### src/rtl/cal_pkg.sv
package cal_pkg;
  localparam int NFIELD = 8;
  localparam int F_SEC = 0, F_MIN = 1, F_HOUR = 2, F_DAY = 3;
  localparam int F_MON = 4, F_YEAR = 5, F_WDAY = 6, F_WEEK = 7;

  localparam logic [7:0] FIELD_LO  [NFIELD] = '{8'h00, 8'h00, 8'h00, 8'h01, 8'h01, 8'h00, 8'h01, 8'h00};
  localparam logic [7:0] FIELD_RST [NFIELD] = '{8'h00, 8'h00, 8'h00, 8'h01, 8'h01, 8'h00, 8'h01, 8'h01};

  function automatic logic [7:0] bcd_inc(input logic [7:0] v);
    if (v[3:0] == 4'd9) return {v[7:4] + 4'd1, 4'd0};
    return v + 8'd1;
  endfunction

  function automatic logic bcd_ok(input logic [7:0] v);
    return (v[7:4] <= 4'd9) && (v[3:0] <= 4'd9);
  endfunction

  // tens*10 mod 4 equals (tens odd ? 2 : 0)
  function automatic logic is_leap(input logic [7:0] yr);
    logic [3:0] s;
    s = {2'b00, yr[4], 1'b0} + yr[3:0];
    return s[1:0] == 2'b00;
  endfunction

  function automatic logic [7:0] month_len(input logic [7:0] mon, input logic [7:0] yr);
    case (mon)
      8'h02:                      return is_leap(yr) ? 8'h29 : 8'h28;
      8'h04, 8'h06, 8'h09, 8'h11: return 8'h30;
      default:                    return 8'h31;
    endcase
  endfunction
endpackage

### src/rtl/cal_step_gen.sv
module cal_step_gen #(
  parameter int TICK_DIV = 32
) (
  input  logic clk_i,
  input  logic rst_ni,
  input  logic tick_i,
  input  logic fast_i,
  input  logic clear_i,
  output logic step_o
);
  localparam int CW = (TICK_DIV > 1) ? $clog2(TICK_DIV) : 1;
  localparam logic [CW-1:0] LAST = CW'(TICK_DIV - 1);

  logic [CW-1:0] cnt_q;
  logic          at_last;

  assign at_last = (cnt_q == LAST);
  assign step_o  = tick_i && !clear_i && (fast_i || at_last);

  always_ff @(posedge clk_i or negedge rst_ni) begin
    if (!rst_ni)      cnt_q <= '0;
    else if (clear_i) cnt_q <= '0;
    else if (tick_i)  cnt_q <= at_last ? '0 : cnt_q + CW'(1);
  end
endmodule

### src/rtl/cal_field.sv
module cal_field
  import cal_pkg::*;
#(
  parameter logic [7:0] RST_VAL = 8'h00,
  parameter logic [7:0] LO_VAL  = 8'h00
) (
  input  logic       clk_i,
  input  logic       rst_ni,
  input  logic       load_i,
  input  logic [7:0] load_val_i,
  input  logic       inc_i,
  input  logic [7:0] hi_i,
  input  logic [7:0] wrap_val_i,
  output logic [7:0] val_o,
  output logic       at_top_o
);
  logic [7:0] val_q;
  logic       bad;

  assign bad      = !bcd_ok(val_q) || (val_q > hi_i) || (val_q < LO_VAL);
  assign at_top_o = !bad && (val_q == hi_i);
  assign val_o    = val_q;

  always_ff @(posedge clk_i or negedge rst_ni) begin
    if (!rst_ni)       val_q <= RST_VAL;
    else if (load_i)   val_q <= load_val_i;
    else if (inc_i) begin
      if (bad)           val_q <= LO_VAL;
      else if (at_top_o) val_q <= wrap_val_i;
      else               val_q <= bcd_inc(val_q);
    end
  end
endmodule

### src/rtl/bcd_calendar.sv
module bcd_calendar
  import cal_pkg::*;
#(
  parameter int TICK_DIV = 32
) (
  input  logic        clk_i,
  input  logic        rst_ni,
  input  logic        tick_i,
  input  logic [1:0]  mode_i,
  input  logic        load_i,
  input  logic [63:0] load_val_i,
  output logic [63:0] time_o
);
  logic              step;
  logic [7:0]        cur  [NFIELD];
  logic [7:0]        hi   [NFIELD];
  logic [7:0]        wrap [NFIELD];
  logic [NFIELD-1:0] inc;
  logic [NFIELD-1:0] top;
  logic              week_top_unused;
  logic              yearend;

  cal_step_gen #(.TICK_DIV(TICK_DIV)) i_step (
    .clk_i  (clk_i),
    .rst_ni (rst_ni),
    .tick_i (tick_i),
    .fast_i (mode_i[0]),
    .clear_i(load_i),
    .step_o (step)
  );

  assign yearend = (cur[F_MON] == 8'h12) &&
                   (cur[F_DAY] >= 8'h25) && (cur[F_DAY] <= 8'h27);

  always_comb begin
    hi[F_SEC]  = 8'h59;
    hi[F_MIN]  = 8'h59;
    hi[F_HOUR] = 8'h23;
    hi[F_DAY]  = month_len(cur[F_MON], cur[F_YEAR]);
    hi[F_MON]  = 8'h12;
    hi[F_YEAR] = 8'h99;
    hi[F_WDAY] = 8'h07;
    hi[F_WEEK] = 8'h52;
    for (int i = 0; i < NFIELD; i++) wrap[i] = FIELD_LO[i];
    wrap[F_WEEK] = yearend ? 8'h00 : 8'h01;
  end

  always_comb begin
    logic c_min, c_hour, c_day, c_mon, c_year, c_week;
    c_min  = step   && top[F_SEC];
    c_hour = c_min  && top[F_MIN];
    c_day  = c_hour && top[F_HOUR];
    c_mon  = c_day  && top[F_DAY];
    c_year = c_mon  && top[F_MON];
    c_week = c_day  && top[F_WDAY];
    if (mode_i[1]) begin
      inc = {NFIELD{step}};
    end else begin
      inc         = '0;
      inc[F_SEC]  = step;
      inc[F_MIN]  = c_min;
      inc[F_HOUR] = c_hour;
      inc[F_DAY]  = c_day;
      inc[F_WDAY] = c_day;
      inc[F_MON]  = c_mon;
      inc[F_YEAR] = c_year;
      inc[F_WEEK] = c_week;
    end
  end

  assign week_top_unused = top[F_WEEK];

  for (genvar g = 0; g < NFIELD; g++) begin : g_field
    cal_field #(
      .RST_VAL(FIELD_RST[g]),
      .LO_VAL (FIELD_LO[g])
    ) i_field (
      .clk_i     (clk_i),
      .rst_ni    (rst_ni),
      .load_i    (load_i),
      .load_val_i(load_val_i[g*8 +: 8]),
      .inc_i     (inc[g]),
      .hi_i      (hi[g]),
      .wrap_val_i(wrap[g]),
      .val_o     (cur[g]),
      .at_top_o  (top[g])
    );
    assign time_o[g*8 +: 8] = cur[g];
  end
endmodule

### config.mk
export PLATFORM = sky130hd
export DESIGN_NAME = bcd_calendar
export DESIGN_NICKNAME = d
export VERILOG_FILES = /design/src/rtl/cal_pkg.sv /design/src/rtl/cal_step_gen.sv /design/src/rtl/cal_field.sv /design/src/rtl/bcd_calendar.sv
export SDC_FILE = /design/constraint.sdc
export NUM_CORES = 1
export LEC_CHECK = 0
export ABC_AREA = 1
export BUFFER_PORTS_ARGS = -buffer_cell sky130_fd_sc_hd__buf_2
export CORE_MARGIN = 2
export CORE_UTILIZATION = 35
export CTS_BUF_LIST = sky130_fd_sc_hd__clkbuf_2
export CTS_CLUSTER_SIZE = 16
export DETAILED_ROUTE_END_ITERATION = 12
export PLACE_DENSITY_LB_ADDON = 0.2
export SYNTH_ARGS = -nofsm -noshare
export SYNTH_HDL_FRONTEND = slang
export SYNTH_SLANG_ARGS = --single-unit
### constraint.sdc
create_clock -name clk_i -period 6.82 [get_ports clk_i]
set_input_delay 0.682 -clock clk_i [delete_from_list [all_inputs] [get_ports clk_i]]
set_output_delay 0.682 -clock clk_i [all_outputs]
set_load 0.01 [all_outputs]
==> flow_metrics.env <==
export IMPL_outcome="complete, no violations"
export IMPL_cp_end_kind="register"
export IMPL_fin_cells=1223
export IMPL_clkSlewWorstSetupHoldPaths_ns=0.23
export IMPL_synth_top_family_by_area="simple AND/OR/NAND/NOR gates"
export IMPL_final_antenna_net_count=0
export IMPL_grt_max_degree=70
export IMPL_coreArea_sq_mm=0.01531
export IMPL_fin_crit_sh=0.4399
export IMPL_power_leakage_uw=0.003627
export IMPL_p_per_area_mw_per_mm2=190.0
export IMPL_hp_class="input port to async pin"
export IMPL_syn2layout_area_growth_pct=17.53
export IMPL_synthMostInstantiatedCell="nand2_1"
export IMPL_grt_pass1_wl_um=26490
export IMPL_synth_distinct_cells=40
export IMPL_final_layout_size_suffix_gt1_frac=0.1790
export IMPL_hold_viol=0
export IMPL_fillers=1717
export IMPL_drc=0
export IMPL_hold_ws_ns=0.2174
export IMPL_p_int_uw=709.0
export IMPL_viasPerCell=4.804
export IMPL_drt_wirelength_per_cell_um=13.38
export IMPL_cts_hold_fix_buffers=0
export IMPL_io_buffers=133
export IMPL_die_h_um=129.6
export IMPL_cp_arrival_ns=3.47
export IMPL_seqPwrFrac=0.448
export IMPL_placedCellCount=1206
export IMPL_h_tree_depth=3
export IMPL_vdd_ir_drop_max_mv=0.08969
export IMPL_yosys_warnings=0
export IMPL_ctsResizeCount=0
export IMPL_clockRootBuffer="clkbuf_2"
export IMPL_ioPinCount=134
export IMPL_first_iter_violations=380
export IMPL_die_x_um=129.6
export IMPL_clock_skew_ns=0.04194
export IMPL_p_switching_uw=524.3
export IMPL_first_pass_iters=5
export IMPL_nNetsFinal=1108
export IMPL_grt_remaining_overflow=0
export IMPL_placed_area_sq_mm=0.006384
export IMPL_worst_slew_pin_slew_ns=0.9240
export IMPL_cts_buffers=9
export IMPL_yosysSeqAreaShare=0.3135
export IMPL_globalRouteTotalUtil=0.1984
export IMPL_path_max_fanout=12
export IMPL_num_rows=45
export IMPL_p_comb_frac=0.353
export IMPL_synth_top_area_cell="dfrtp_1"
export IMPL_vias=5875
export IMPL_yosys_top_cells_count="nand2_1, nor2_1, inv_1, dfrtp_1, nand3_1"
export IMPL_setup_viol=0
export IMPL_slew_headroom=0.3840
export IMPL_dieArea_sq_mm=0.01680
export IMPL_synth_cells=877
export IMPL_initial_core_util=0.3607
export IMPL_design_area_sq_mm=0.006492
export IMPL_synth_area_per_cell_sq_um=6.299
export IMPL_hpwl_um=12320
export IMPL_final_max_slew_viol_count=0
export IMPL_yosys_area_share_xor_xnor=0.01268
export IMPL_ctsLongestPathBuffers=2
export IMPL_timing_worst_setup_path_type="register to register"
export IMPL_setup_worst_path_start_class="register"
export IMPL_cts_tree="done"
export IMPL_synthArstFlopShare=1.000
export IMPL_setup_tns_ns=0
export IMPL_synthAdderAreaFrac=0.07248
export IMPL_fmax_ghz=0.3333
export IMPL_clock_sinks=69
export IMPL_synth_compound_area_share=0.1028
export IMPL_power_frac_clock=0.200
export IMPL_wl_um=16360
export IMPL_grt_pass1_vias=5330
export IMPL_fin_crit_ns=3.000
export IMPL_syn_nets=979
export IMPL_yosys_register_bits=69
export IMPL_worstPathRequired_ns=7.29
export IMPL_rsz0062_at_grt="false"
export IMPL_maxCapViolations=0
export IMPL_synth_top_cell_area_share=0.2945
export IMPL_synthFlopType="dfrtp_1"
export IMPL_post_cts_buffers=0
export IMPL_power_share_switching=0.4251
export IMPL_syn_area_sq_mm=0.005524
export IMPL_ys_top_cells_by_area="dfrtp_1, nand2_1, nor2_1"
export IMPL_synth_simple_area_share=0.4181
export IMPL_synth_edf_count=0
export IMPL_worstSkewPairLatency_ns=0.57
export IMPL_place_congestion=0.8893
export IMPL_antenna_found_initial=1
export IMPL_muxShareOfSynthArea=0
[per-stage QoR]
step	utilization	power, uW	setup slack [ns]
after global placement	0.4168	995.9	3.715
after detailed placement	0.4168	995.0	3.598
final	0.4239	1233	3.820
after floorplan	-	829.5	4.486
after global routing	0.4239	1337	3.390
after CTS	0.4238	1247	3.819
[layout by cell type, fill, tap and decap left out, types with 2 or more instances in the layout]
cell and instances:
buf_4 2, nand2_4 3, dfrtp_1 65, o211ai_1 5
o21bai_1 3, clkbuf_2 11, ha_1 32, clkinv_2 2
nor2_1 121, or2_2 4, inv_2 8, o21ai_0 31
dfstp_2 4, o21ai_1 12, inv_1 89, nor2_4 2
o22ai_1 2, nor3_1 6, nand4_1 28, o21ai_2 2
a21oi_1 40, nand2_1 318, nand3_1 59, and2_1 2
nor2_2 6, buf_2 132, xor2_1 7
[metal layers]
layer	GRT usage	share of wire	wire (um)
met1	0.2781	0.49	8052
met2	0.3144	0.45	7364
met4	0.04491	0.010	163
met5	0	0	0
met3	0.04170	0.048	782
[worst max-delay path, stage by stage, from the launching register on]
cell and delay, ns:
dfrtp_1 0.52, nor2_1 0.21, nand3_1 0.21, o21ai_0 0.14, nand3_1 0.09, o31ai_1 0.08
a21oi_1 0.07, ha_1 0.28, nand2_1 0.04, inv_1 0.06, nand2_1 0.05, nor2_1 0.09
nand3_1 0.12, o21ai_2 0.46, nand2_1 0.31, nand2_1 0.12, nand2_1 0.06
[power by group through the flow]
stage	sequential (uW)	clock (uW)	combinational, uW
2_1_floorplan	555	0	274
3_3_place_gp	559	0	437
3_5_place_dp	559	0	436
4_1_cts	552	257	438
5_1_grt	564	268	505
6_report	552	246	435
[state kept, by name (all words and copies together), names as in the netlist]
signal                 count
i_step.cnt_q               5
g_field.i_field.val_o     64
[cell type report]
cell class              count  area (sq um)  area share
repair buffers            134         675.6      0.1041
clock inverters             5         51.30    0.007901
inverters                  97         364.1     0.05608
diodes                      1         2.502   0.0003854
clock buffers              11         55.05    0.008479
flip-flops and latches     69          1732      0.2667
multi-input cells         695          3348      0.5157
well taps                 211         264.0     0.04066
[path summary, 6_finish.rpt]
| path | from | end | slack [ns] | depth (start not counted) |
|---|---|---|---|---|
| max in group asynchronous | rst_ni | g_field[1].i_field.val_o[5] | 6.00 | 1 |
| min in group clk_i | load_val_i[23] | g_field[2].i_field.val_o[7] | 0.30 | 3 |
| worst min-delay path | rst_ni | g_field[7].i_field.val_o[1] | 0.22 | 1 |
| worst max-delay path | g_field[4].i_field.val_o[1] | g_field[5].i_field.val_o[6] | 3.82 | 16 |
| worst max register to register | g_field[4].i_field.val_o[1] | g_field[5].i_field.val_o[6] | 3.82 | 16 |
| worst min register to register | g_field[3].i_field.val_o[0] | g_field[3].i_field.val_o[0] | 0.54 | 2 |
[cell families after synthesis]
logic type               after synthesis
AND/OR/NAND/NOR                      553
buffers and inverters                113
AO/OA/AOI/OAI                        102
flip-flops                            69
adder cells (fa/ha/maj)               32
XOR/XNOR                               8
Power figures use the tool's default switching activity.
